==> src/rtl/mred_pkg.sv <==
package mred_pkg;

  typedef enum logic [1:0] {
    OP_NONE  = 2'd0,
    OP_COUNT = 2'd1,
    OP_FIRST = 2'd2
  } mred_op_e;

  typedef struct packed {
    logic [5:0] func_hi;
    logic       unmasked;
    logic [4:0] src_reg;
    logic [4:0] sub_sel;
    logic [2:0] func_lo;
    logic [4:0] dst_reg;
    logic [6:0] major;
  } mred_insn_t;

  localparam logic [6:0] MAJOR_VEC   = 7'b1010111;
  localparam logic [2:0] FUNC_LO_MV  = 3'b010;
  localparam logic [5:0] FUNC_HI_RED = 6'b010000;
  localparam logic [4:0] SEL_COUNT   = 5'b10000;
  localparam logic [4:0] SEL_FIRST   = 5'b10001;

endpackage

==> src/rtl/mred_decode.sv <==
module mred_decode
  import mred_pkg::*;
(
  input  logic [31:0] insn,
  input  logic        vstart_nz,
  output mred_op_e    op,
  output logic        use_v0,
  output logic        illegal
);

  mred_insn_t f;
  logic       frame_ok;

  assign f        = mred_insn_t'(insn);
  assign frame_ok = (f.major == MAJOR_VEC) && (f.func_lo == FUNC_LO_MV) &&
                    (f.func_hi == FUNC_HI_RED);

  always_comb begin
    op = OP_NONE;
    if (frame_ok) begin
      unique case (f.sub_sel)
        SEL_COUNT: op = OP_COUNT;
        SEL_FIRST: op = OP_FIRST;
        default:   op = OP_NONE;
      endcase
    end
  end

  assign use_v0  = ~f.unmasked;
  assign illegal = (op == OP_NONE) || vstart_nz;

endmodule

==> src/rtl/mred_active.sv <==
module mred_active #(
  parameter int VLEN = 128,
  localparam int VLW = $clog2(VLEN + 1)
) (
  input  logic [VLW-1:0]  vl,
  input  logic            use_v0,
  input  logic [VLEN-1:0] v0_mask,
  output logic [VLEN-1:0] active
);

  for (genvar i = 0; i < VLEN; i++) begin : g_pos
    localparam logic [VLW:0] POS = (VLW + 1)'(i);
    assign active[i] = (POS < {1'b0, vl}) && (!use_v0 || v0_mask[i]);
  end

endmodule

==> src/rtl/mred_popcnt.sv <==
module mred_popcnt #(
  parameter int N = 128,
  localparam int CW = $clog2(N + 1)
) (
  input  logic [N-1:0]  bits_in,
  output logic [CW-1:0] total
);

  localparam int NODES = 2 * N - 1;

  logic [CW-1:0] node [NODES];

  always_comb begin
    for (int k = 0; k < N; k++) begin
      node[N - 1 + k] = CW'(bits_in[k]);
    end
    for (int k = N - 2; k >= 0; k--) begin
      node[k] = node[2 * k + 1] + node[2 * k + 2];
    end
  end

  assign total = node[0];

endmodule

==> src/rtl/mred_ffs.sv <==
module mred_ffs #(
  parameter int N = 128,
  localparam int IW = (N > 1) ? $clog2(N) : 1
) (
  input  logic [N-1:0]  bits_in,
  output logic          found,
  output logic [IW-1:0] index
);

  logic [N-1:0] lowest;

  assign lowest = bits_in & (~bits_in + N'(1));
  assign found  = |bits_in;

  always_comb begin
    index = '0;
    for (int i = 0; i < N; i++) begin
      if (lowest[i]) index = index | IW'(i);
    end
  end

endmodule

==> src/rtl/mask_scalar_reduce.sv <==
module mask_scalar_reduce
  import mred_pkg::*;
#(
  parameter int VLEN = 128,
  parameter int XLEN = 64,
  localparam int VLW = $clog2(VLEN + 1),
  localparam int IW  = (VLEN > 1) ? $clog2(VLEN) : 1,
  localparam int CW  = $clog2(VLEN + 1)
) (
  input  logic            clk,
  input  logic            rst_n,
  input  logic            start,
  input  logic [31:0]     insn,
  input  logic [VLEN-1:0] vs2_mask,
  input  logic [VLEN-1:0] v0_mask,
  input  logic [VLW-1:0]  vl,
  input  logic [IW-1:0]   vstart,
  output logic            done,
  output logic            illegal,
  output logic [XLEN-1:0] result
);

  // ---------------- stage 1: decode and qualify ----------------
  mred_op_e        dec_op;
  logic            dec_use_v0;
  logic            dec_ill;
  logic [VLEN-1:0] act;

  mred_decode u_dec (
    .insn      (insn),
    .vstart_nz (|vstart),
    .op        (dec_op),
    .use_v0    (dec_use_v0),
    .illegal   (dec_ill)
  );

  mred_active #(.VLEN(VLEN)) u_act (
    .vl      (vl),
    .use_v0  (dec_use_v0),
    .v0_mask (v0_mask),
    .active  (act)
  );

  logic            s1_vld;
  mred_op_e        s1_op;
  logic            s1_ill;
  logic [VLEN-1:0] s1_hits;

  always_ff @(posedge clk or negedge rst_n) begin
    if (!rst_n) begin
      s1_vld  <= 1'b0;
      s1_op   <= OP_NONE;
      s1_ill  <= 1'b0;
      s1_hits <= '0;
    end else begin
      s1_vld <= start;
      if (start) begin
        s1_op   <= dec_op;
        s1_ill  <= dec_ill;
        s1_hits <= dec_ill ? '0 : (vs2_mask & act);
      end
    end
  end

  // ---------------- stage 2: reduce and deliver ----------------
  logic [CW-1:0]   cnt;
  logic            ff_found;
  logic [IW-1:0]   ff_idx;
  logic [XLEN-1:0] nxt_res;

  mred_popcnt #(.N(VLEN)) u_cnt (
    .bits_in (s1_hits),
    .total   (cnt)
  );

  mred_ffs #(.N(VLEN)) u_ffs (
    .bits_in (s1_hits),
    .found   (ff_found),
    .index   (ff_idx)
  );

  always_comb begin
    if (s1_ill)                nxt_res = '0;
    else if (s1_op == OP_COUNT) nxt_res = XLEN'(cnt);
    else if (ff_found)          nxt_res = XLEN'(ff_idx);
    else                        nxt_res = '1;
  end

  logic            done_q;
  logic            ill_q;
  logic [XLEN-1:0] res_q;
  mred_op_e        s2_op;
  logic [VLEN-1:0] s2_hits;

  always_ff @(posedge clk or negedge rst_n) begin
    if (!rst_n) begin
      done_q  <= 1'b0;
      ill_q   <= 1'b0;
      res_q   <= '0;
      s2_op   <= OP_NONE;
      s2_hits <= '0;
    end else begin
      done_q <= s1_vld;
      if (s1_vld) begin
        ill_q   <= s1_ill;
        res_q   <= nxt_res;
        s2_op   <= s1_op;
        s2_hits <= s1_hits;
      end
    end
  end

  assign done    = done_q;
  assign illegal = ill_q;
  assign result  = res_q;

  // ---------------- assertions ----------------
  assert_latency_R8: assert property (@(posedge clk) disable iff (!rst_n)
    start |-> ##2 done);

  assert_no_orphan_R8: assert property (@(posedge clk) disable iff (!rst_n)
    done |-> $past(start, 2));

  assert_vstart_R6: assert property (@(posedge clk) disable iff (!rst_n)
    (start && (vstart != '0)) |-> ##2 (done && illegal));

  assert_opcode_R7: assert property (@(posedge clk) disable iff (!rst_n)
    (start && (insn[6:0] != MAJOR_VEC)) |-> ##2 (done && illegal));

  assert_illegal_zero_R6: assert property (@(posedge clk) disable iff (!rst_n)
    (done && illegal) |-> (result == '0));

  assert_hold_R10: assert property (@(posedge clk) disable iff (!rst_n)
    !done |-> ($stable(result) && $stable(illegal)));

  assert_count_range_R1: assert property (@(posedge clk) disable iff (!rst_n)
    (done && !illegal && (s2_op == OP_COUNT)) |-> (result <= XLEN'(VLEN)));

  assert_first_hit_R2: assert property (@(posedge clk) disable iff (!rst_n)
    (done && !illegal && (s2_op == OP_FIRST) && (result != '1)) |->
      ((result < XLEN'(VLEN)) && s2_hits[result[IW-1:0]]));

endmodule

==> config.mk <==
export PLATFORM = sky130hd
export DESIGN_NAME = mask_scalar_reduce
export DESIGN_NICKNAME = d
export VERILOG_FILES = /design/src/rtl/mred_pkg.sv /design/src/rtl/mred_decode.sv /design/src/rtl/mred_active.sv /design/src/rtl/mred_popcnt.sv /design/src/rtl/mred_ffs.sv /design/src/rtl/mask_scalar_reduce.sv
export SDC_FILE = /design/constraint.sdc
export NUM_CORES = 1
export LEC_CHECK = 0
export BUFFER_PORTS_ARGS = -buffer_cell sky130_fd_sc_hd__buf_2
export CORE_ASPECT_RATIO = 1.75
export CORE_MARGIN = 2
export CORE_UTILIZATION = 40
export DETAILED_ROUTE_END_ITERATION = 6
export PLACE_DENSITY = 0.66
export SETUP_SLACK_MARGIN = 0.15
export SYNTH_ARGS = -nofsm -noshare
export SYNTH_HDL_FRONTEND = slang
export SYNTH_SLANG_ARGS = --single-unit
==> constraint.sdc <==
create_clock -name clk -period 21.8 [get_ports clk]
set_input_delay 2.18 -clock clk [delete_from_list [all_inputs] [get_ports clk]]
set_output_delay 2.18 -clock clk [all_outputs]
set_load 0.005 [all_outputs]
==> summary.txt <==
Hold path
  – HP Class: reg -> reg
  – Hold path depth: 1

Synth
  – Number of synthesized register bits: 143
  – Sequential area share after synthesis: 22.8%
  – Syn_nets: 2311
  – Avg Cell Area, Syn: 9.07 sq um
  – Synthesized area: 0.0157 sq mm
  – Synth Instances: 1727
  – Ys Warns: 0
  – Ys flop type: dfrtp_1
  – Post-synthesis cell type count: 81
  – Fraction of registers with async set/reset: 100%
  – Post-synth EDFFs: 0

Setup path
  – R2r endpoint: result[7]$_DFFE_PN0P_
  – Critical path capture point type: flop
  – Setup crit start: s1_hits[81]$_DFFE_PN0P_
  – Flop2flop setup slack: 13840 ps
  – Crit path to: result[7]$_DFFE_PN0P_
  – Crit-path slowest cell: fa_1
  – Crit path DAT: 8280 ps
  – CP Class: reg -> reg
  – Required time worst endpoint: 22120 ps
  – Critical R2R Launch: s1_hits[81]$_DFFE_PN0P_
  – CP max FO: 6
  – Worst Setup Start Kind: flop
  – Most frequent cell on the critical path: fa_1
  – Reg2Reg Depth: 26
  – CP max stage delay: 700 ps

STA
  – Final setup vio count: 0
  – Final hold viol count: 0
  – Slew Limit Fails: 6
  – RSZ-0062 raised after global routing: false
  – Final min period: 7960 ps
  – Tightest Pin Transition: 1550 ps
  – Max-slew headroom: -3.80%
  – Final WS setup: 13840 ps
  – Crit share post-route: 36.5%
  – F_max: 0.126 GHz
  – Setup tns final: 0 ps
  – Setup Skew: 14.1 ps
  – Final hold slack: 529 ps

Floorplan
  – IO Pins: 372
  – Die X: 154 microns
  – Rows: 95
  – Initial Util: 40.7%
  – Placeable core area: 0.0385 sq mm
  – Die ar.: 0.0408 sq mm
  – Die Span Y: 266 microns

Placed design
  – Number of buffers added on ports: 361
  – Routability cong.: 1.04
  – HPWL after DPL: 70.2 mm
  – Setup WS pre-CTS: 13890 ps
  – Cell count after placement: 2454

Global route
  – Largest net degree at the start of global routing: 92
  – GR Util All Layers: 40.5%
  – Met2 usage: 73.9%
  – GRT busiest layer: met2
  – Initial antenna violation count: 0
  – Met1 Track Usage GR: 39.4%
  – Global-route wire length before repair: 116 mm
  – Met3 usage: 5.58%
  – Grt ovf: 0
  – Vias in the first global route: 16300

Detailed routing
  – Total number of vias: 15500
  – WL per Instance: 33.5 microns
  – DR iter-0 viols: 1213
  – DRC: 0
  – Drt pass-1 iters: 7
  – Total Wirelength: 83.4 mm
  – Antenna-violating nets left: 0
  – Via-per-instance ratio: 6.24

Finish
  – Final cell count without fillers: 2487
  – Share of cells above drive strength 1: 22.6%
  – Area grow syn2layout: 15.2%
  – Final nets: 2572

Clock tree
  – TritonCTS clock tree: built
  – Clock buffer depth: 2
  – PostCTS Resize Cnt: 0
  – Post-CTS Setup Bufs: 0
  – H-tree Lvls: 4
  – Worst-path clk slew: 70 ps
  – Worst-Skew Late Latency: 470 ps
  – Hold buffers post-CTS: 0
  – CTS Sinks: 143
  – CTS Buf Count: 17
  – Root Driver: clkbuf_16

Run
  – MaxCap Viol Count: 1

Power and ir drop
  – Power Density: 36.7 mW/mm^2
  – Static leakage: 9.20 nW
  – VDD IR-drop max: 39.4 uV
  – Total power: 0.661 mW

Outcome
  – Status: finished with violations
  – Failing checks: max-capacitance violations, max-slew violations
[cell families after synthesis]
| family | share of synthesized area, % |
|---|---|
| xor+xnor | 0.280 |
| compound gates | 18.1 |
| flops | 22.8 |
| buf+inv | 11.7 |
| simple gates | 18.5 |
| mux | 0.144 |
| fa+ha+maj | 28.4 |
[sequential cells by signal, indices dropped and copies added, names as in the netlist]
| name | cells |
|---|---|
| s1_hits | 128 |
| result | 9 |
| s1_op | 2 |
| done | 1 |
| illegal | 1 |
| s1_ill | 1 |
| s1_vld | 1 |
[cells in the final DEF (no fill, tap or decap), types with 5 or more instances in the layout]
cell / instances
a21o_1: 5
nand4b_1: 5
nand3_2: 5
and3_1: 27
ha_1: 148
o22ai_1: 130
and2_1: 8
a311oi_1: 5
and4_1: 17
o221ai_1: 113
a21oi_1: 26
dfrtp_1: 143
o21ai_0: 35
or4_1: 10
or3_1: 13
o31ai_1: 5
nand2b_1: 10
or2_2: 10
nor4b_1: 7
fa_1: 130
nand3_1: 62
nor2_1: 78
inv_1: 293
nand2_1: 67
clkbuf_16: 17
buf_2: 358
nor4_1: 34
a31oi_1: 9
nor3_1: 34
buf_4: 12
nor2b_1: 11
nor4_2: 12
o211ai_1: 13
nand4_1: 50
[per-layer routing]
layer	share of wire [%]	routed length (microns)
met4	11	9020
met5	0	0
met1	32	26700
met3	4.8	4020
met2	52	43700
[how the worst min path moves through the flow]
stage,startpoint,endpoint,slack [ps]
final,illegal$_DFFE_PN0P_,illegal$_DFFE_PN0P_,530
after global routing,illegal$_DFFE_PN0P_,illegal$_DFFE_PN0P_,550
after CTS,illegal$_DFFE_PN0P_,illegal$_DFFE_PN0P_,530
after detailed placement,illegal$_DFFE_PN0P_,illegal$_DFFE_PN0P_,510
after global placement,illegal$_DFFE_PN0P_,illegal$_DFFE_PN0P_,500
after floorplan,s1_vld$_DFF_PN0_,done$_DFF_PN0_,360
[final cells by class]
| class | instances | area (sq um) |
|---|---|---|
| clock buffers | 19 | 443 |
| diodes | 1 | 2.50 |
| inverters | 294 | 1100 |
| fillers | 3895 | 20500 |
| flip-flops and latches | 143 | 3580 |
| multi-input cells | 1161 | 10300 |
| well taps | 485 | 607 |
| repair buffers | 371 | 1890 |
| clock inverters | 13 | 151 |
[synthesized netlist by cell type (all sizes together), types with 9 or more instances]
| master | count | area share, % |
|---|---|---|
| and4 | 17 | 0.95 |
| nor2 | 78 | 1.9 |
| or4 | 11 | 0.55 |
| clkbuf | 65 | 1.6 |
| or2 | 10 | 0.40 |
| a31oi | 10 | 0.44 |
| ha | 148 | 12 |
| o21ai | 35 | 1.1 |
| and3 | 28 | 1.2 |
| nand2b | 10 | 0.40 |
| nor4 | 50 | 2.9 |
| inv | 294 | 7.0 |
| nand2 | 68 | 1.6 |
| dfrtp | 143 | 23 |
| o22ai | 130 | 5.2 |
| nor3 | 36 | 1.2 |
| o211ai | 13 | 0.62 |
| a21oi | 26 | 0.83 |
| fa | 130 | 17 |
| or3 | 13 | 0.52 |
| nand3 | 67 | 2.3 |
| buf | 64 | 3.1 |
| and2 | 9 | 0.38 |
| nand4 | 55 | 2.5 |
| nor4b | 9 | 0.58 |
| o221ai | 113 | 6.3 |
| nor2b | 11 | 0.44 |
[power by group]
group / internal, mW / switching (mW)
sequential: 0.265 / 0.000476
combinational: 0.0300 / 0.0510
clock: 0.174 / 0.141
[stage by stage]
stage	area, sq um	util [%]
2_1_floorplan	15700	-
3_3_place_gp	17400	45.3
3_5_place_dp	17400	45.3
4_1_cts	18000	46.8
5_1_grt	18000	46.8
6_report	18000	46.8
[critical path, delay by kind of cell, from the launching register on]
| kind | cells | cell delay [ps] |
|---|---|---|
| AND/OR/NAND/NOR | 3 | 250 |
| buffers and inverters | 5 | 570 |
| XOR/XNOR | 1 | 150 |
| flip-flops | 1 | 540 |
| AO/OA/AOI/OAI | 5 | 670 |
| adder cells (fa/ha/maj) | 12 | 5640 |
No activity file was read; power rests on OpenSTA's default activity.
